## config.mk

```make
export PLATFORM = sky130hd
export DESIGN_NAME = bshift_top
export DESIGN_NICKNAME = d
export VERILOG_FILES = /design/src/rtl/bshift_pkg.sv /design/src/rtl/bshift_rstage.sv /design/src/rtl/bshift_carry.sv /design/src/rtl/bshift_flags.sv /design/src/rtl/bshift_top.sv
export SDC_FILE = /design/constraint.sdc
export NUM_CORES = 1
export LEC_CHECK = 0
export ABC_AREA = 0
export CAP_MARGIN = 20
export CORE_ASPECT_RATIO = 2
export CORE_MARGIN = 5
export CORE_UTILIZATION = 45
export DETAILED_ROUTE_END_ITERATION = 16
export PLACE_DENSITY_LB_ADDON = 0.2
export SYNTH_ARGS = -nofsm -noshare
export SYNTH_HDL_FRONTEND = slang
export SYNTH_SLANG_ARGS = --single-unit
```

## constraint.sdc

```tcl
create_clock -name clk -period 2.4 [get_ports clk]
set_clock_uncertainty 0.1 [all_clocks]
set_input_delay 0.24 -clock clk [delete_from_list [all_inputs] [get_ports clk]]
set_output_delay 0.24 -clock clk [all_outputs]
set_load 0.03 [all_outputs]
```

## src/rtl/bshift_pkg.sv

```systemverilog
package bshift_pkg;
  typedef enum logic [1:0] {
    SK_LSL = 2'b00,
    SK_LSR = 2'b01,
    SK_ASR = 2'b10,
    SK_ALT = 2'b11
  } shift_kind_e;

  function automatic logic kind_is_left(input logic [1:0] k);
    return (k == SK_LSL) || (k == SK_ALT);
  endfunction
endpackage

```

## src/rtl/bshift_rstage.sv

```systemverilog
// Logarithmic right shifter: one stage per count bit, shifting in a fill bit.
module bshift_rstage #(
  parameter int W  = 32,
  parameter int SW = 6
) (
  input  logic [W-1:0]  din,
  input  logic [SW-1:0] amt,
  input  logic          fill,
  output logic [W-1:0]  dout
);
  logic [W-1:0] stg [SW+1];

  assign stg[0] = din;

  for (genvar k = 0; k < SW; k++) begin : g_stage
    localparam int S = 1 << k;
    if (S >= W) begin : g_flood
      assign stg[k+1] = amt[k] ? {W{fill}} : stg[k];
    end else begin : g_part
      assign stg[k+1] = amt[k] ? {{S{fill}}, stg[k][W-1:S]} : stg[k];
    end
  end

  assign dout = stg[SW];
endmodule

```

## src/rtl/bshift_carry.sv

```systemverilog
// Picks the last bit moved out of the word; W must be a power of two.
module bshift_carry #(
  parameter int W  = 32,
  parameter int SW = 6
) (
  input  logic [W-1:0]  din,
  input  logic [SW-1:0] amt,
  input  logic          left,
  input  logic          arith,
  input  logic          cin,
  output logic          cout
);
  localparam int IW = $clog2(W);

  logic [IW-1:0] idx;
  logic          beyond;

  always_comb begin
    idx    = IW'(amt - SW'(1));
    beyond = (amt > SW'(W));
    if (amt == '0) begin
      cout = cin;
    end else if (beyond) begin
      cout = arith & din[W-1];
    end else if (left) begin
      cout = din[~idx];
    end else begin
      cout = din[idx];
    end
  end
endmodule

```

## src/rtl/bshift_flags.sv

```systemverilog
module bshift_flags #(
  parameter int W = 32
) (
  input  logic [W-1:0] res,
  output logic         n_f,
  output logic         z_f
);
  assign n_f = res[W-1];
  assign z_f = (res == '0);
endmodule

```

## src/rtl/bshift_top.sv

```systemverilog
module bshift_top #(
  parameter int W  = 32,
  parameter int SW = $clog2(W) + 1
) (
  input  logic          clk,
  input  logic          rst_n,
  input  logic          op_valid,
  input  logic [W-1:0]  operand,
  input  logic [SW-1:0] count,
  input  logic [1:0]    kind,
  input  logic          carry_in,
  output logic          out_valid,
  output logic [W-1:0]  result,
  output logic          carry,
  output logic          extend,
  output logic          neg,
  output logic          zero,
  output logic          ovf
);
  import bshift_pkg::*;

  // reset: asserted at once, released on a clock edge
  logic rst_meta, rst_q;
  always_ff @(posedge clk or negedge rst_n) begin
    if (!rst_n) begin
      rst_meta <= 1'b0;
      rst_q    <= 1'b0;
    end else begin
      rst_meta <= 1'b1;
      rst_q    <= rst_meta;
    end
  end

  // datapath
  logic         is_left, is_arith, fill;
  logic [W-1:0] pre, post, shv;
  logic         c_comb, n_comb, z_comb;

  assign is_left  = kind_is_left(kind);
  assign is_arith = (kind == SK_ASR);
  assign fill     = is_arith & operand[W-1];

  for (genvar i = 0; i < W; i++) begin : g_rev
    assign pre[i] = is_left ? operand[W-1-i] : operand[i];
    assign shv[i] = is_left ? post[W-1-i]    : post[i];
  end

  bshift_rstage #(.W(W), .SW(SW)) u_rs (
    .din(pre), .amt(count), .fill(fill), .dout(post)
  );

  bshift_carry #(.W(W), .SW(SW)) u_cy (
    .din(operand), .amt(count), .left(is_left), .arith(is_arith),
    .cin(carry_in), .cout(c_comb)
  );

  bshift_flags #(.W(W)) u_fl (
    .res(shv), .n_f(n_comb), .z_f(z_comb)
  );

  // next state
  logic [W-1:0] res_d, res_q;
  logic         c_d, c_q, x_d, x_q, n_d, n_q, z_d, z_q, vld_d, vld_q;

  always_comb begin
    vld_d = op_valid;
    res_d = res_q;
    c_d   = c_q;
    x_d   = x_q;
    n_d   = n_q;
    z_d   = z_q;
    if (op_valid) begin
      res_d = shv;
      c_d   = c_comb;
      x_d   = c_comb;
      n_d   = n_comb;
      z_d   = z_comb;
    end
  end

  // registers
  always_ff @(posedge clk or negedge rst_q) begin
    if (!rst_q) begin
      vld_q <= 1'b0;
      res_q <= '0;
      c_q   <= 1'b0;
      x_q   <= 1'b0;
      n_q   <= 1'b0;
      z_q   <= 1'b0;
    end else begin
      vld_q <= vld_d;
      res_q <= res_d;
      c_q   <= c_d;
      x_q   <= x_d;
      n_q   <= n_d;
      z_q   <= z_d;
    end
  end

  assign out_valid = vld_q;
  assign result    = res_q;
  assign carry     = c_q;
  assign extend    = x_q;
  assign neg       = n_q;
  assign zero      = z_q;
  assign ovf       = 1'b0;

  // assertions
  assert_zero_count_R2: assert property (@(posedge clk) disable iff (!rst_q)
    (op_valid && count == '0) |=> (result == $past(operand) && carry == $past(carry_in)));

  assert_big_logical_R6: assert property (@(posedge clk) disable iff (!rst_q)
    (op_valid && kind != SK_ASR && count > SW'(W)) |=> (result == '0 && !carry));

  assert_arith_flood_R7: assert property (@(posedge clk) disable iff (!rst_q)
    (op_valid && kind == SK_ASR && count >= SW'(W))
      |=> (result == {W{$past(operand[W-1])}} && carry == $past(operand[W-1])));

  assert_extend_copy_R8: assert property (@(posedge clk) disable iff (!rst_q)
    out_valid |-> (extend == carry));

  assert_nz_exclusive_R9: assert property (@(posedge clk) disable iff (!rst_q)
    !(neg && zero));

  assert_hold_R10: assert property (@(posedge clk) disable iff (!rst_q)
    !op_valid |=> ($stable(result) && $stable(carry) && !out_valid));
endmodule

```

==> qor.json <==
{
  "overflow": {"value": 0},
  "vdd_drop_max": {"value": 0.000530, "unit": "V"},
  "timing_worst_setup_path_type": {"value": "in -> reg"},
  "share_of_cells_above_drive_strength_1": {"value": 52.6, "unit": "%"},
  "post-synth-top-area-cell": {"value": "sky130_fd_sc_hd__mux4_2"},
  "power.density": {"value": 455, "unit": "mW/mm²"},
  "synth-edff-count": {"value": 0},
  "tightestPinTransition": {"value": 776, "unit": "ps"},
  "nNetsFinal": {"value": 888},
  "crit_path_max_fanout": {"value": 4},
  "final-instance-count-excl-fill": {"value": 987},
  "min-delay-path-class": {"value": "in -> async"},
  "crit_start": {"value": "kind[0]"},
  "worst_setup_hold_path_clk_slew": {"value": 60, "unit": "ps"},
  "run_status": {"value": "finished, violations left"},
  "wire_length_of_the_first_global_routing_pass": {"value": 39.7, "unit": "mm"},
  "fillerInstances": {"value": 791},
  "cts_root_buffer": {"value": "sky130_fd_sc_hd__clkbuf_16"},
  "synthesis.yosys.warnings": {"value": 0},
  "design.portCount": {"value": 82},
  "clock.fmax": {"value": 320, "unit": "MHz"},
  "synth_most_common_cell": {"value": "sky130_fd_sc_hd__nand2_1"},
  "drc": {"value": 0},
  "final-seq-area": {"value": 926, "unit": "µm²"},
  "cts_max_level": {"value": 2},
  "crit_path_max_incr_delay": {"value": 530, "unit": "ps"},
  "hpwl": {"value": 20.1, "unit": "mm"},
  "wl": {"value": 26.9, "unit": "mm"},
  "setup_slack": {"value": -723, "unit": "ps"},
  "drt-initial-drc-count": {"value": 497},
  "maxCapViolations": {"value": 0},
  "die_w": {"value": 87.1, "unit": "µm"},
  "syn_nets": {"value": 623},
  "timing_hold_violations_final": {"value": 0},
  "mappedNetlistArea": {"value": 0.00535, "unit": "mm²"},
  "period_needed": {"value": 3120, "unit": "ps"},
  "post_synth_main_area_contributors": {"value": "sky130_fd_sc_hd__mux4_2, sky130_fd_sc_hd__dfrtp_1, sky130_fd_sc_hd__mux2i_1"},
  "finalSetupViolations": {"value": 34},
  "detailroute.via_count": {"value": 6592},
  "floorplan.initialDensity": {"value": 45.7, "unit": "%"},
  "worst-endpoint-arrival": {"value": 3210, "unit": "ps"},
  "rsz0062_at_grt": {"value": "true"},
  "cellLeakagePower": {"value": 3.80, "unit": "nW"},
  "drtAntennaViolNets": {"value": 0},
  "globalplace.congestion": {"value": 1.11},
  "ys_dominant_reg_cell": {"value": "sky130_fd_sc_hd__dfrtp_1"},
  "multiInputGateArea": {"value": 0.00472, "unit": "mm²"},
  "cts_buffers": {"value": 5},
  "insertedDiodeCount": {"value": 0},
  "post-place-cells": {"value": 947},
  "synth.top_cells.by_count": {"value": "sky130_fd_sc_hd__nand2_1, sky130_fd_sc_hd__mux4_2, sky130_fd_sc_hd__mux2i_1"},
  "clock_latency": {"value": 280, "unit": "ps"},
  "tritoncts": {"value": "done"},
  "post_detailed_route_wirelength_per_cell": {"value": 27.2, "unit": "µm"},
  "grtUsageTotal": {"value": 37.8, "unit": "%"},
  "synth_top_area_share": {"value": 24.4, "unit": "%"},
  "antenna_found_initial": {"value": 0},
  "placementRows": {"value": 56},
  "design.die.area": {"value": 0.0143, "unit": "mm²"},
  "avgViaCountPerCell": {"value": 6.68},
  "final_layout_worst_hold_slack": {"value": 20.5, "unit": "ps"},
  "synthToLayoutAreaGrowth": {"value": 66.7, "unit": "%"},
  "cpMaxStageDelayCell": {"value": "sky130_fd_sc_hd__mux4_2"},
  "worstSetupEndpointType": {"value": "register"},
  "grt_max_degree": {"value": 52},
  "numClockSinks": {"value": 37},
  "fin_crit_sh": {"value": 130, "unit": "%"},
  "relSlewSlack": {"value": 48.1, "unit": "%"},
  "design_power_total": {"value": 4.06, "unit": "mW"},
  "die_y": {"value": 164, "unit": "µm"},
  "crit_path_frequent_cell": {"value": "sky130_fd_sc_hd__buf_6"},
  "critical_path.reg2reg.startpoint": {"value": "result[28]$_DFFE_PN0P_"},
  "postSynthCellCount": {"value": 576},
  "design.core.area": {"value": 0.0117, "unit": "mm²"},
  "syn-mean-instance-area": {"value": 9.29, "unit": "µm²"},
  "numPortBuffers": {"value": 80},
  "worst_ep_required_time": {"value": 2490, "unit": "ps"},
  "drt_pre_antenna_iters": {"value": 5},
  "slew_limit_fails": {"value": 0},
  "crit_chain": {"value": "buf_8 > inv_8 > ha_4 > buf_12 > buf_6 > buf_6 > buf_6 > mux4_2 > mux2i_2 > buf_4 > and3_4 > nor3_4 > a221o_1 > nor4_2 > nand4_1 > o41ai_2"},
  "tns": {"value": -16260, "unit": "ps"},
  "failed_checks": {"value": "negative setup slack"},
  "synth.ff_latch_count": {"value": 37},
  "ys_seq_area_share": {"value": 17.3, "unit": "%"},
  "number_of_global_route_vias_before_repair": {"value": 6863},
  "clock_path_buffers": {"value": 2},
  "critical_path_startpoint_category": {"value": "primary input"},
  "synth_cell_type_count": {"value": 66},
  "async_reset_ff_share": {"value": 100, "unit": "%"},
  "fraction_of_the_core_area_covered_by_cells_at_the_end_of_the_flow": {"value": 76.2, "unit": "%"}
}
==> cell usage in the layout, fill, tap and decap left out, types with 7 or more instances in the layout <==
| cell | count |
|---|---|
| sky130_fd_sc_hd__buf_4 | 201 |
| sky130_fd_sc_hd__clkdlybuf4s50_1 | 64 |
| sky130_fd_sc_hd__mux4_2 | 61 |
| sky130_fd_sc_hd__nand2_1 | 57 |
| sky130_fd_sc_hd__nor2_1 | 37 |
| sky130_fd_sc_hd__dfrtp_1 | 37 |
| sky130_fd_sc_hd__mux2i_1 | 30 |
| sky130_fd_sc_hd__buf_6 | 25 |
| sky130_fd_sc_hd__a21oi_1 | 19 |
| sky130_fd_sc_hd__mux2_2 | 18 |
| sky130_fd_sc_hd__mux2_4 | 18 |
| sky130_fd_sc_hd__o211ai_1 | 17 |
| sky130_fd_sc_hd__nand3_1 | 13 |
| sky130_fd_sc_hd__buf_12 | 13 |
| sky130_fd_sc_hd__o21ai_0 | 12 |
| sky130_fd_sc_hd__o21ai_1 | 12 |
| sky130_fd_sc_hd__mux2i_2 | 10 |
| sky130_fd_sc_hd__inv_1 | 8 |
| sky130_fd_sc_hd__dlygate4sd2_1 | 8 |
| sky130_fd_sc_hd__o21ai_2 | 7 |
| sky130_fd_sc_hd__a21oi_2 | 7 |
==> kinds of logic after synthesis <==
logic type | share of synthesized area [%]
other cells | 0.140
mux | 41.9
fa+ha+maj | 0.702
flops | 17.3
buf+inv | 6.10
compound gates | 18.5
simple gates | 14.7
xor+xnor | 0.655
==> path summary, 6_finish.rpt <==
path / end / slack, ps / depth (start not counted)
max reg2reg: result[28]$_DFFE_PN0P_ / 1490 / 1
min: rst_meta$_DFF_PN0_ / 20 / 1
max: zero$_DFFE_PN0P_ / -720 / 16
max in group asynchronous: result[21]$_DFFE_PN0P_ / 1670 / 1
min in group clk: rst_q$_DFF_PN0_ / 270 / 0
min reg2reg: result[9]$_DFFE_PN0P_ / 200 / 1
==> through the flow <==
step | area (µm²) | setup slack, ps
detailed placement | 7800 | -1520
CTS | 8460 | -782
global placement | 7800 | -1470
finish | 8920 | -723
floorplan | 5560 | -699
global route | 8920 | -854
==> power breakdown <==
group	total [mW]	internal, mW	leakage, nW	switching, mW
registers	0.773	0.716	0.458	0.0575
clock network	0.635	0.381	0.0706	0.254
logic	2.65	1.33	3.28	1.32
==> layer usage <==
metal / vias up / routed length [µm] / track usage [%]
li1: 2794 / - / -
met1: 3185 / 7930 / 35.7
met2: 437 / 14000 / 68.6
met3: 176 / 1490 / 4.57
met4: 0 / 3480 / 33.6
met5: - / 0 / 0
==> critical path, delay by kind of cell <==
family	cells	cell delay (ps)
adders and majority gates	1	270
AOI/OAI and AO/OA	2	580
buffers and inverters	7	680
and+or+nand+nor	4	690
muxes	2	740
==> state kept, by name, summed over array words and instances, names as in the netlist <==
signal	flops
out_valid	1
result	32
rst_q	1
extend	1
zero	1
rst_meta	1
==> cell type report <==
type / instances / area share, %
clock inverter: 2 / 0.112
clock buffer: 6 / 1.45
sequential: 37 / 10.4
tap: 145 / 2.03
multi-input combinational: 466 / 52.9
timing repair buffer: 321 / 32.6
inverter: 10 / 0.547
==> timing repair <==
item                                    4_1_cts  5_1_grt
pin swaps                                    23       39
setup buffers                                21       14
gates cloned                                  1        1
endpoints found under the hold margin         0        0
endpoints found under the setup margin       34       34
hold buffers                                  0        0
resized for setup                            97       82
Power figures use the tool's default switching activity.
